File: src/rtl/prio_irq_ctrl.sv
module prio_irq_ctrl #(
  parameter int NUM_HW = 24,
  parameter int NUM_SW = 8,
  parameter int PW     = 4,
  parameter int DEPTH  = 16,
  localparam int NUM_SRC = NUM_SW + NUM_HW,
  localparam int AW      = $clog2(NUM_SRC + 4)
) (
  input  logic              clk,
  input  logic              rst_n,
  input  logic [NUM_HW-1:0] hw_req,
  input  logic              reg_we,
  input  logic [AW-1:0]     reg_addr,
  input  logic [31:0]       reg_wdata,
  output logic [31:0]       reg_rdata,
  input  logic              ack,
  input  logic              eoi,
  output logic              irq,
  output logic [31:0]       vector
);
  localparam int IDX_W = $clog2(NUM_SRC);
  localparam int SIW   = $clog2(DEPTH);
  localparam int SPW   = $clog2(DEPTH + 1);

  logic [PW-1:0]      prio_q [NUM_SRC];
  logic [PW-1:0]      stk    [DEPTH];
  logic [NUM_SW-1:0]  sw_q;
  logic [NUM_HW-1:0]  hw_q;
  logic [PW-1:0]      cur_q;
  logic [SPW-1:0]     sp;
  logic [31:0]        base_q, vec_q;
  logic               irq_q;

  logic [NUM_SRC-1:0] pend;
  logic               found, win, take, pop;
  logic [PW-1:0]      best_p;
  logic [IDX_W-1:0]   best_i;

  assign pend = {hw_q, sw_q};

  always_comb begin
    found  = 1'b0;
    best_p = '0;
    best_i = '0;
    for (int i = 0; i < NUM_SRC; i++)
      if (pend[i] && prio_q[i] != '0 && (!found || prio_q[i] > best_p)) begin
        found  = 1'b1;
        best_p = prio_q[i];
        best_i = IDX_W'(i);
      end
  end

  assign win  = found && best_p > cur_q;
  assign take = ack && irq_q && win && sp != SPW'(DEPTH);
  assign pop  = eoi && !take && sp != '0;

  always_ff @(posedge clk) begin
    if (!rst_n) begin
      for (int k = 0; k < NUM_SRC; k++) prio_q[k] <= '0;
      for (int k = 0; k < DEPTH; k++) stk[k] <= '0;
      sw_q   <= '0;
      hw_q   <= '0;
      cur_q  <= '0;
      sp     <= '0;
      base_q <= '0;
      vec_q  <= '0;
      irq_q  <= 1'b0;
    end else begin
      hw_q  <= hw_req;
      irq_q <= win && !ack;
      if (take) begin
        vec_q          <= base_q + (32'(best_i) << 2);
        stk[sp[SIW-1:0]] <= cur_q;
        sp             <= sp + 1'b1;
        cur_q          <= best_p;
      end else if (pop) begin
        cur_q <= stk[SIW'(sp - 1'b1)];
        sp    <= sp - 1'b1;
      end else if (reg_we && reg_addr == AW'(0)) begin
        cur_q <= reg_wdata[PW-1:0];
      end
      if (reg_we) begin
        if (reg_addr == AW'(1))
          sw_q <= (sw_q | reg_wdata[NUM_SW-1:0]) & ~reg_wdata[2*NUM_SW-1:NUM_SW];
        if (reg_addr == AW'(2))
          base_q <= reg_wdata;
        for (int k = 0; k < NUM_SRC; k++)
          if (reg_addr == AW'(k + 4)) prio_q[k] <= reg_wdata[PW-1:0];
      end
    end
  end

  always_comb begin
    reg_rdata = '0;
    case (reg_addr)
      AW'(0): reg_rdata = 32'(cur_q);
      AW'(1): reg_rdata = 32'(sw_q);
      AW'(2): reg_rdata = base_q;
      AW'(3): reg_rdata = vec_q;
      default:
        for (int k = 0; k < NUM_SRC; k++)
          if (reg_addr == AW'(k + 4)) reg_rdata = 32'(prio_q[k]);
    endcase
  end

  assign irq    = irq_q;
  assign vector = vec_q;

  a_r7_ack_drops_irq: assert property (@(posedge clk) disable iff (!rst_n)
    ack |=> !irq);
  a_r7_ack_raises_level: assert property (@(posedge clk) disable iff (!rst_n)
    take |=> cur_q > $past(cur_q));
  a_r7_no_overflow: assert property (@(posedge clk) disable iff (!rst_n)
    sp <= SPW'(DEPTH));
  a_r9_empty_eoi_ignored: assert property (@(posedge clk) disable iff (!rst_n)
    (eoi && !ack && sp == '0 && !(reg_we && reg_addr == AW'(0))) |=> $stable(cur_q) && sp == '0);
  a_r9_pop_one_level: assert property (@(posedge clk) disable iff (!rst_n)
    pop |=> sp == $past(sp) - 1'b1);
endmodule

File: config.mk
export PLATFORM = sky130hd
export DESIGN_NAME = prio_irq_ctrl
export DESIGN_NICKNAME = d
export VERILOG_FILES = /design/src/rtl/prio_irq_ctrl.sv
export SDC_FILE = /design/constraint.sdc
export NUM_CORES = 1
export LEC_CHECK = 0
export BUFFER_PORTS_ARGS = -buffer_cell sky130_fd_sc_hd__buf_2
export CORE_MARGIN = 4
export CORE_UTILIZATION = 55
export CTS_BUF_LIST = sky130_fd_sc_hd__clkbuf_2 sky130_fd_sc_hd__clkbuf_4 sky130_fd_sc_hd__clkbuf_8
export DETAILED_ROUTE_END_ITERATION = 7
export PLACE_DENSITY = 0.75
export SYNTH_ARGS = -nofsm -noshare
export SYNTH_HDL_FRONTEND = slang
export SYNTH_SLANG_ARGS = --single-unit
export TNS_END_PERCENT = 30
File: constraint.sdc
create_clock -name clk -period 56.3 [get_ports clk]
set_input_delay 2.815 -clock clk [delete_from_list [all_inputs] [get_ports clk]]
set_output_delay 2.815 -clock clk [all_outputs]
set_load 0.02 [all_outputs]
==> summary.md, run 1 <==
| Metric | Value |
|---|---|
| Status | `finished, final reports clean` |
| Share of layout cells above drive strength 1 | `15.8%` |
| Height of the die | `202 um` |
| Distinct cells, synth | `100` |
| Setup tns final | `0 ns` |
| Hold Path Origin | `base_q[0]$_SDFFE_PN0P_` |
| Simple-gate share of the synthesized area | `18.6%` |
| Post-route ant nets | `0` |
| IO buf count | `131` |
| Final net count | `2578` |
| Worst hold slack | `0.476 ns` |
| Final Non-Filler Cells | `2944` |
| Number of global-route vias before repair | `17.9k` |
| Clock tree from TritonCTS | `done` |
| Yosys Warn Count | `0` |
| Register-to-register setup slack | `3.50 ns` |
| DRC viols | `0` |
| Final Hold Fails | `0` |
| I/O Pins | `132` |
| CTS sink count | `approximately 300` |
| Flops & latches, synth | `298` |
| Total number of vias | `18.8k` |
| Worst VDD drop | `about 0.037 mV` |
| Routed WL per cell | `about 21 um` |
| Slowest stage cell, crit path | `or4_1` |
| Async set or reset register ratio after synthesis | `0%` |
| Post-synthesis xor/xnor area fraction | `1.39%` |
| Root Driver | `clkbuf_8` |
| Relative slew slack | `19.0%` |
| Starting Density | `a little under three fifths` |
| Rows | `70` |
| Dpl cells | `between 2k and 3k` |
| End of the worst register-to-register path | `vector[31]$_SDFFE_PN0P_` |
| Clk Latency, worst-skew pair | `0.63 ns` |
| Final Skew | `0.0314 ns` |
| Top FF cell, synth | `edfxtp_1` |
| Peak Freq | `18.9 MHz` |
| DR iter-0 viols | `1693` |
| Critical Path AT | `53.35 ns` |
| Setup ws final | `3.50 ns` |
| Synthesized cell area | `between 20000 and 25000 um2` |
| Via density per instance | `approximately 6.4` |
| PD cells | `43.7 nW/um2` |
| Clock buffer count from CTS | `about 50` |
| Syn Inst Count | `2290` |
| Most common cell after layout, fill and taps aside | `nand2_1` |
| Post-synthesis compound-gate area fraction | `23.2%` |
| Slowest stage delay, CP | `approximately 0.56 ns` |
| Fin. max-slew vios | `0` |
| First-pass GRT wire length | `96100 um` |
| Slew of the pin with the lowest slew margin | `approximately 1.2 ns` |
| Tightest Hold Check Type | `reg2reg` |
| Setup Crit Path Kind | `reg2reg` |
| Crit-path max FO | `12` |
| Final Cycle Share | `93.8%` |
| Main combinational cell family by area after synthesis | `compound AO/OA/AOI/OAI gates` |
| Fin util | `between 60% and 70%` |
| DRT Pass-1 Iters | `7` |
| Area Growth Syn to Fin | `11.3%` |
| Mux share of post-synthesis cell area | `7.58%` |
| Worst slack at placement | `roughly 1.7 ns` |
| Reg clk slew, reported paths | `0.07 ns` |
| Core ar. | `36900 um2` |
| H-Tree Depth | `2` |
| Max-cap violations | `0` |
| Syn avg cell area | `9.06 um2` |
| Gr usage total | `approximately 29%` |
| Min-Delay Path Depth | `2` |
| Seq/Total Area, Yosys | `38.0%` |
| Worst reg2reg path startpoint | `prio_q[0][1]$_SDFFCE_PN0P_` |
| DRT Wirelength | `61100 um` |
| Worst Hold Path EP | `base_q[0]$_SDFFE_PN0P_` |
| Crit path top cell by count | `ha_1` |
| Die area | `40900 um2` |
| Synth Area in Adders | `6.96%` |
| Worst EP required | `56.85 ns` |
| Die width | `202 um` |
| Antenna violations before repair | `4` |
| # setup viols final | `0` |
| Critical path startpoint category | `flip-flop` |
| Leakage Power | `8.94 nW` |
| Clock Tree Buf Depth | `3` |
| Dpl hpwl | `45200 um` |
| Reg2Reg Depth | `251` |
| GR Overflow Total | `0` |
| Synth Net Count | `2471` |
| Minimum clock period | `52.80 ns` |
| Crit end category | `flip-flop` |
| Routability Congestion | `0.968` |
| Most frequent cells in the layout | `275 x nand2_1, 219 x nor2_1, 192 x edfxtp_1` |
| Number of flops mapped to enable cells by yosys | `192` |
| Largest net degree at the start of global routing | `90` |
## power breakdown
group          total, mW  internal [mW]  switching [mW]
Sequential         0.279          0.254          0.0251
Combinational      0.528          0.215           0.313
Clock              0.201          0.109          0.0923
Total               1.01          0.578           0.430
## flip-flops by register name, summed over array words and instances (netlist names)
name    count
vector     32
cur_q       4
stk        64
irq         1
sp          5
hw_q       24
sw_q        8
prio_q    128
base_q     32
## worst max-delay path, delay by kind of cell (launching register included)
family          cells  cell delay (ns)
mux                17             5.37
simple gates       56             9.28
compound gates    132            26.36
fa+ha+maj          33            10.10
buf+inv            12             0.94
xor+xnor            1             0.16
flops               1             0.45
## cells by family after synthesis
| family | Yosys count |
|---|---|
| AND/OR/NAND/NOR | 829 |
| AO/OA/AOI/OAI | 676 |
| flip-flops | 298 |
| buffers and inverters | 234 |
| adder cells (fa/ha/maj) | 115 |
| multiplexers | 105 |
| XOR/XNOR | 33 |
## timing repair
action | CTS | global route
gates resized for setup | 0 | 42
setup endpoints to repair | 0 | 170
hold buffers | 0 | 0
buffers inserted | 0 | 7
## area by class of cell
cell class	count	area (um2)
clock inverters	16	98.8
well taps	504	631
multi-input cells	1758	12200
fillers	3111	13800
flip-flops and latches	298	7890
clock buffers	78	955
diodes	2	5.00
inverters	134	503
repair buffers	154	828
## worst max path at each step
stage                                    to  slack [ns]                       start  cells past startpoint
floorplan           vector[31]$_SDFFE_PN0P_        8.04        sw_q[0]$_SDFFE_PN0P_                    253
global route        vector[31]$_SDFFE_PN0P_       -0.21  prio_q[0][1]$_SDFFCE_PN0P_                    257
CTS                 vector[31]$_SDFFE_PN0P_        1.45        sw_q[0]$_SDFFE_PN0P_                    249
detailed placement  vector[31]$_SDFFE_PN0P_        1.71        sw_q[0]$_SDFFE_PN0P_                    249
global placement    vector[31]$_SDFFE_PN0P_        3.51        sw_q[0]$_SDFFE_PN0P_                    246
finish              vector[31]$_SDFFE_PN0P_        3.50  prio_q[0][1]$_SDFFCE_PN0P_                    251
## per-layer routing
metal / track usage, % / part of all wire [%] / vias to the layer above
met5: 0 / 0.088 / -
met1: 38.7 / 41 / 8864
met4: 11.4 / 4.2 / 8
met3: 5.09 / 8.7 / 180
met2: 46.0 / 46 / 903
li1: - / - / 8861
## synth_stat cells (10+ instances only)
library cell / number / share of area (%)
and3_1: 42 / 1.3
nand3_1: 59 / 1.4
clkbuf_1: 88 / 1.6
o211ai_1: 23 / 0.83
inv_1: 132 / 2.4
ha_1: 113 / 6.8
o21ai_0: 103 / 2.5
nor2b_1: 28 / 0.84
and2_1: 50 / 1.5
mux2i_1: 36 / 1.7
o22ai_1: 14 / 0.42
nor3_1: 69 / 1.7
a21oi_1: 164 / 4.0
buf_1: 11 / 0.20
nand2_1: 275 / 5.0
a22oi_1: 10 / 0.36
o31ai_1: 12 / 0.43
edfxtp_1: 192 / 28
dfxtp_1: 106 / 10
mux4_2: 38 / 4.1
mux2_2: 28 / 1.5
o41ai_1: 22 / 0.93
nor3b_1: 10 / 0.36
o41a_1: 15 / 0.81
xnor2_1: 24 / 1.0
a31oi_1: 26 / 0.78
nand2b_1: 21 / 0.63
nor2_1: 222 / 4.0
o21a_1: 19 / 0.69
a211oi_1: 58 / 2.1
a22o_1: 25 / 1.1
a21o_1: 30 / 1.1
## metrics by stage
| stage | power (mW) | cell area (um2) |
|---|---|---|
| floorplan | 0.666 | 20700 |
| CTS | 0.991 | 22800 |
| finish | 1.01 | 23100 |
| global route | 1.08 | 23100 |
| detailed placement | 0.789 | 21800 |
| global placement | 0.774 | 21800 |
(Power assumes the default switching activity.)
==> run 2, diff against run 1 <==
- TNS_END_PERCENT: 30 -> 100
- clock period: 56.3 -> 57.3 ns (I/O delays scaled with it)
==> summary.md, run 2 (synthesis results as in run 1) <==
| Metric | Value |
|---|---|
| Status | `finished, final reports clean` |
| Slowest stage cell, crit path | `or4_1` |
| First-pass GRT wire length | `98100 um` |
| Area of the multi-input gates | `12100 um2` |
| Die width | `202 um` |
| PD cells | `roughly 44 nW/um2` |
| DRT Wirelength | `62100 um` |
| Hold Path Origin | `vector[2]$_SDFFE_PN0P_` |
| Crit path top cell by count | `ha_1` |
| Most frequent cells in the layout | `274 x nand2_1, 219 x nor2_1, 192 x edfxtp_1` |
| Post-route ant nets | `0` |
| IO buf count | `131` |
| End of the worst register-to-register path | `vector[31]$_SDFFE_PN0P_` |
| Starting Density | `between 50% and 60%` |
| Number of global-route vias before repair | `18.4k` |
| Switching Share | `42.3%` |
| Max FFs per register | `between 100 and 150` |
| DRT Pass-1 Iters | `6` |
| Clock buffer count from CTS | `52` |
| Final Non-Filler Cells | `a little under 3k` |
| Clock Tree Buf Depth | `3` |
| CTS sink count | `298` |
| Critical path startpoint category | `flip-flop` |
| Minimum clock period | `53.38 ns` |
| Tightest Hold Check Type | `reg2reg` |
| Sw Pwr | `0.426 mW` |
| Crit-path max FO | `13` |
| Rows | `70` |
| Antenna violations before repair | `2` |
| Final-layout fill cell count | `3095` |
| Critical Path AT | `53.93 ns` |
| Int Pwr | `roughly 0.58 mW` |
| Routability Congestion | `0.955` |
| Peak Freq | `18.7 MHz` |
| Relative slew slack | `13.9%` |
| Leakage Power | `~8.9 nW` |
| Core ar. | `36900 um2` |
| Cell area after placement | `between 20000 and 25000 um2` |
| Worst VDD drop | `0.0433 mV` |
| I/O Pins | `132` |
| Min-Delay Path Depth | `2` |
| Reg clk slew, reported paths | `~0.060 ns` |
| Gr usage total | `29.3%` |
| DR iter-0 viols | `1958` |
| Worst Hold Path EP | `vector[2]$_SDFFE_PN0P_` |
| Clk Latency, worst-skew pair | `around 0.66 ns` |
| Biggest regs | `prio_q (128), stk (64)` |
| Most flop-heavy register | `prio_q` |
| Most common cell after layout, fill and taps aside | `nand2_1` |
| Max-cap violations | `0` |
| GR Overflow Total | `0` |
| Crit end category | `flip-flop` |
| Final Skew | `0.0430 ns` |
| Root Driver | `clkbuf_8` |
| Share of layout cells above drive strength 1 | `14.9%` |
| Overall power | `~1.0 mW` |
| Worst reg2reg path startpoint | `sw_q[0]$_SDFFE_PN0P_` |
| # setup viols final | `0` |
| Clock tree from TritonCTS | `done` |
| Combinational Power Share | `51.2%` |
| Slew of the pin with the lowest slew margin | `1.28 ns` |
| Height of the die | `202 um` |
| Reg area | `7890 um2` |
| Fin area | `roughly 23000 um2` |
| DRC viols | `0` |
| H-Tree Depth | `2` |
| Routed WL per cell | `21.1 um` |
| Die area | `40900 um2` |
| Largest net degree at the start of global routing | `68` |
| Fin. max-slew vios | `0` |
| Final net count | `approximately 2.6k` |
| Slowest stage delay, CP | `approximately 0.57 ns` |
| Register-to-register setup slack | `3.92 ns` |
| Total number of vias | `between 15k and 20k` |
| Clock share of power | `21.7%` |
| Dpl hpwl | `45700 um` |
| Reg2Reg Depth | `257` |
| Via density per instance | `6.46` |
| Worst EP required | `57.85 ns` |
| Final Cycle Share | `93.2%` |
| Sequential share of power | `between 20% and 30%` |
| Setup Crit Path Kind | `reg2reg` |
| Dpl cells | `roughly 2.8k` |
| Area Growth Syn to Fin | `11.0%` |
| Final Hold Fails | `0` |
## run 2: cell count changes in the layout (fill, tap and decap cells not counted), sizes merged
| cell | before | now |
|---|---|---|
| bufinv | 0 | 6 |
| clkinv | 13 | 16 |
| clkbuf | 78 | 67 |
| clkinvlp | 3 | 2 |
| buf | 154 | 147 |
## run 2: timing repair
item | 4_1_cts | 5_1_grt
buffers inserted | 0 | 2
endpoints found under the setup margin | 0 | 170
resized for setup | 0 | 25
hold buffers | 0 | 0
## run 2: cell type report
class                   count  share of cell area [%]
repair buffers            147                    3.37
clock inverters            24                    1.27
multi-input cells        1758                    52.5
clock buffers              67                    3.65
well taps                 504                    2.74
inverters                 134                    2.18
diodes                      2                  0.0217
flip-flops and latches    298                    34.3
## run 2: worst max-delay path by stage
stage / slack, ns / cells after the start / end / start
finish: 3.92 / 257 / vector[31]$_SDFFE_PN0P_ / sw_q[0]$_SDFFE_PN0P_
global route: -0.12 / 258 / vector[31]$_SDFFE_PN0P_ / sw_q[0]$_SDFFE_PN0P_
CTS: 2.39 / 242 / stk[2][0]$_SDFFCE_PN0P_ / sw_q[0]$_SDFFE_PN0P_
detailed placement: 2.64 / 241 / stk[2][1]$_SDFFCE_PN0P_ / sw_q[0]$_SDFFE_PN0P_
global placement: 4.66 / 238 / stk[0][0]$_SDFFCE_PN0P_ / sw_q[0]$_SDFFE_PN0P_
floorplan: 9.04 / 253 / vector[31]$_SDFFE_PN0P_ / sw_q[0]$_SDFFE_PN0P_
## run 2: worst max-delay path: cells and delay by family, from the launching register on
kind	cells	cell delay (ns)
adders and majority gates	33	10.00
AOI/OAI and AO/OA	137	27.18
and+or+nand+nor	58	9.46
xor gates and xnor gates	1	0.15
buffers and inverters	12	1.05
muxes	16	4.93
DFF	1	0.50
## run 2: metal layers
metal	GRT usage (%)	vias to the layer above	routed length, um
met5	0	-	25
li1	-	8842	-
met2	47.8	966	28700
met1	38.9	9012	25000
met4	11.2	4	2320
met3	5.70	142	6010
## run 2: power groups by stage
stage	combinational [mW]	clock, mW	sequential [mW]
floorplan	0.378	0	0.276
global placement	0.484	0	0.277
detailed placement	0.498	0	0.277
CTS	0.501	0.221	0.273
global route	0.571	0.231	0.276
finish	0.516	0.218	0.274
## run 2: stage by stage
stage	util, %	hold slack [ns]	worst slack [ns]	setup TNS (ns)
after CTS	62.1	0.473	2.39	0
after detailed placement	59.0	0.465	2.64	0
after global placement	59.0	0.458	4.66	0
final	62.5	0.476	3.92	0
after floorplan	-	0.442	9.04	0
after global routing	62.4	0.503	-0.122	-0.122
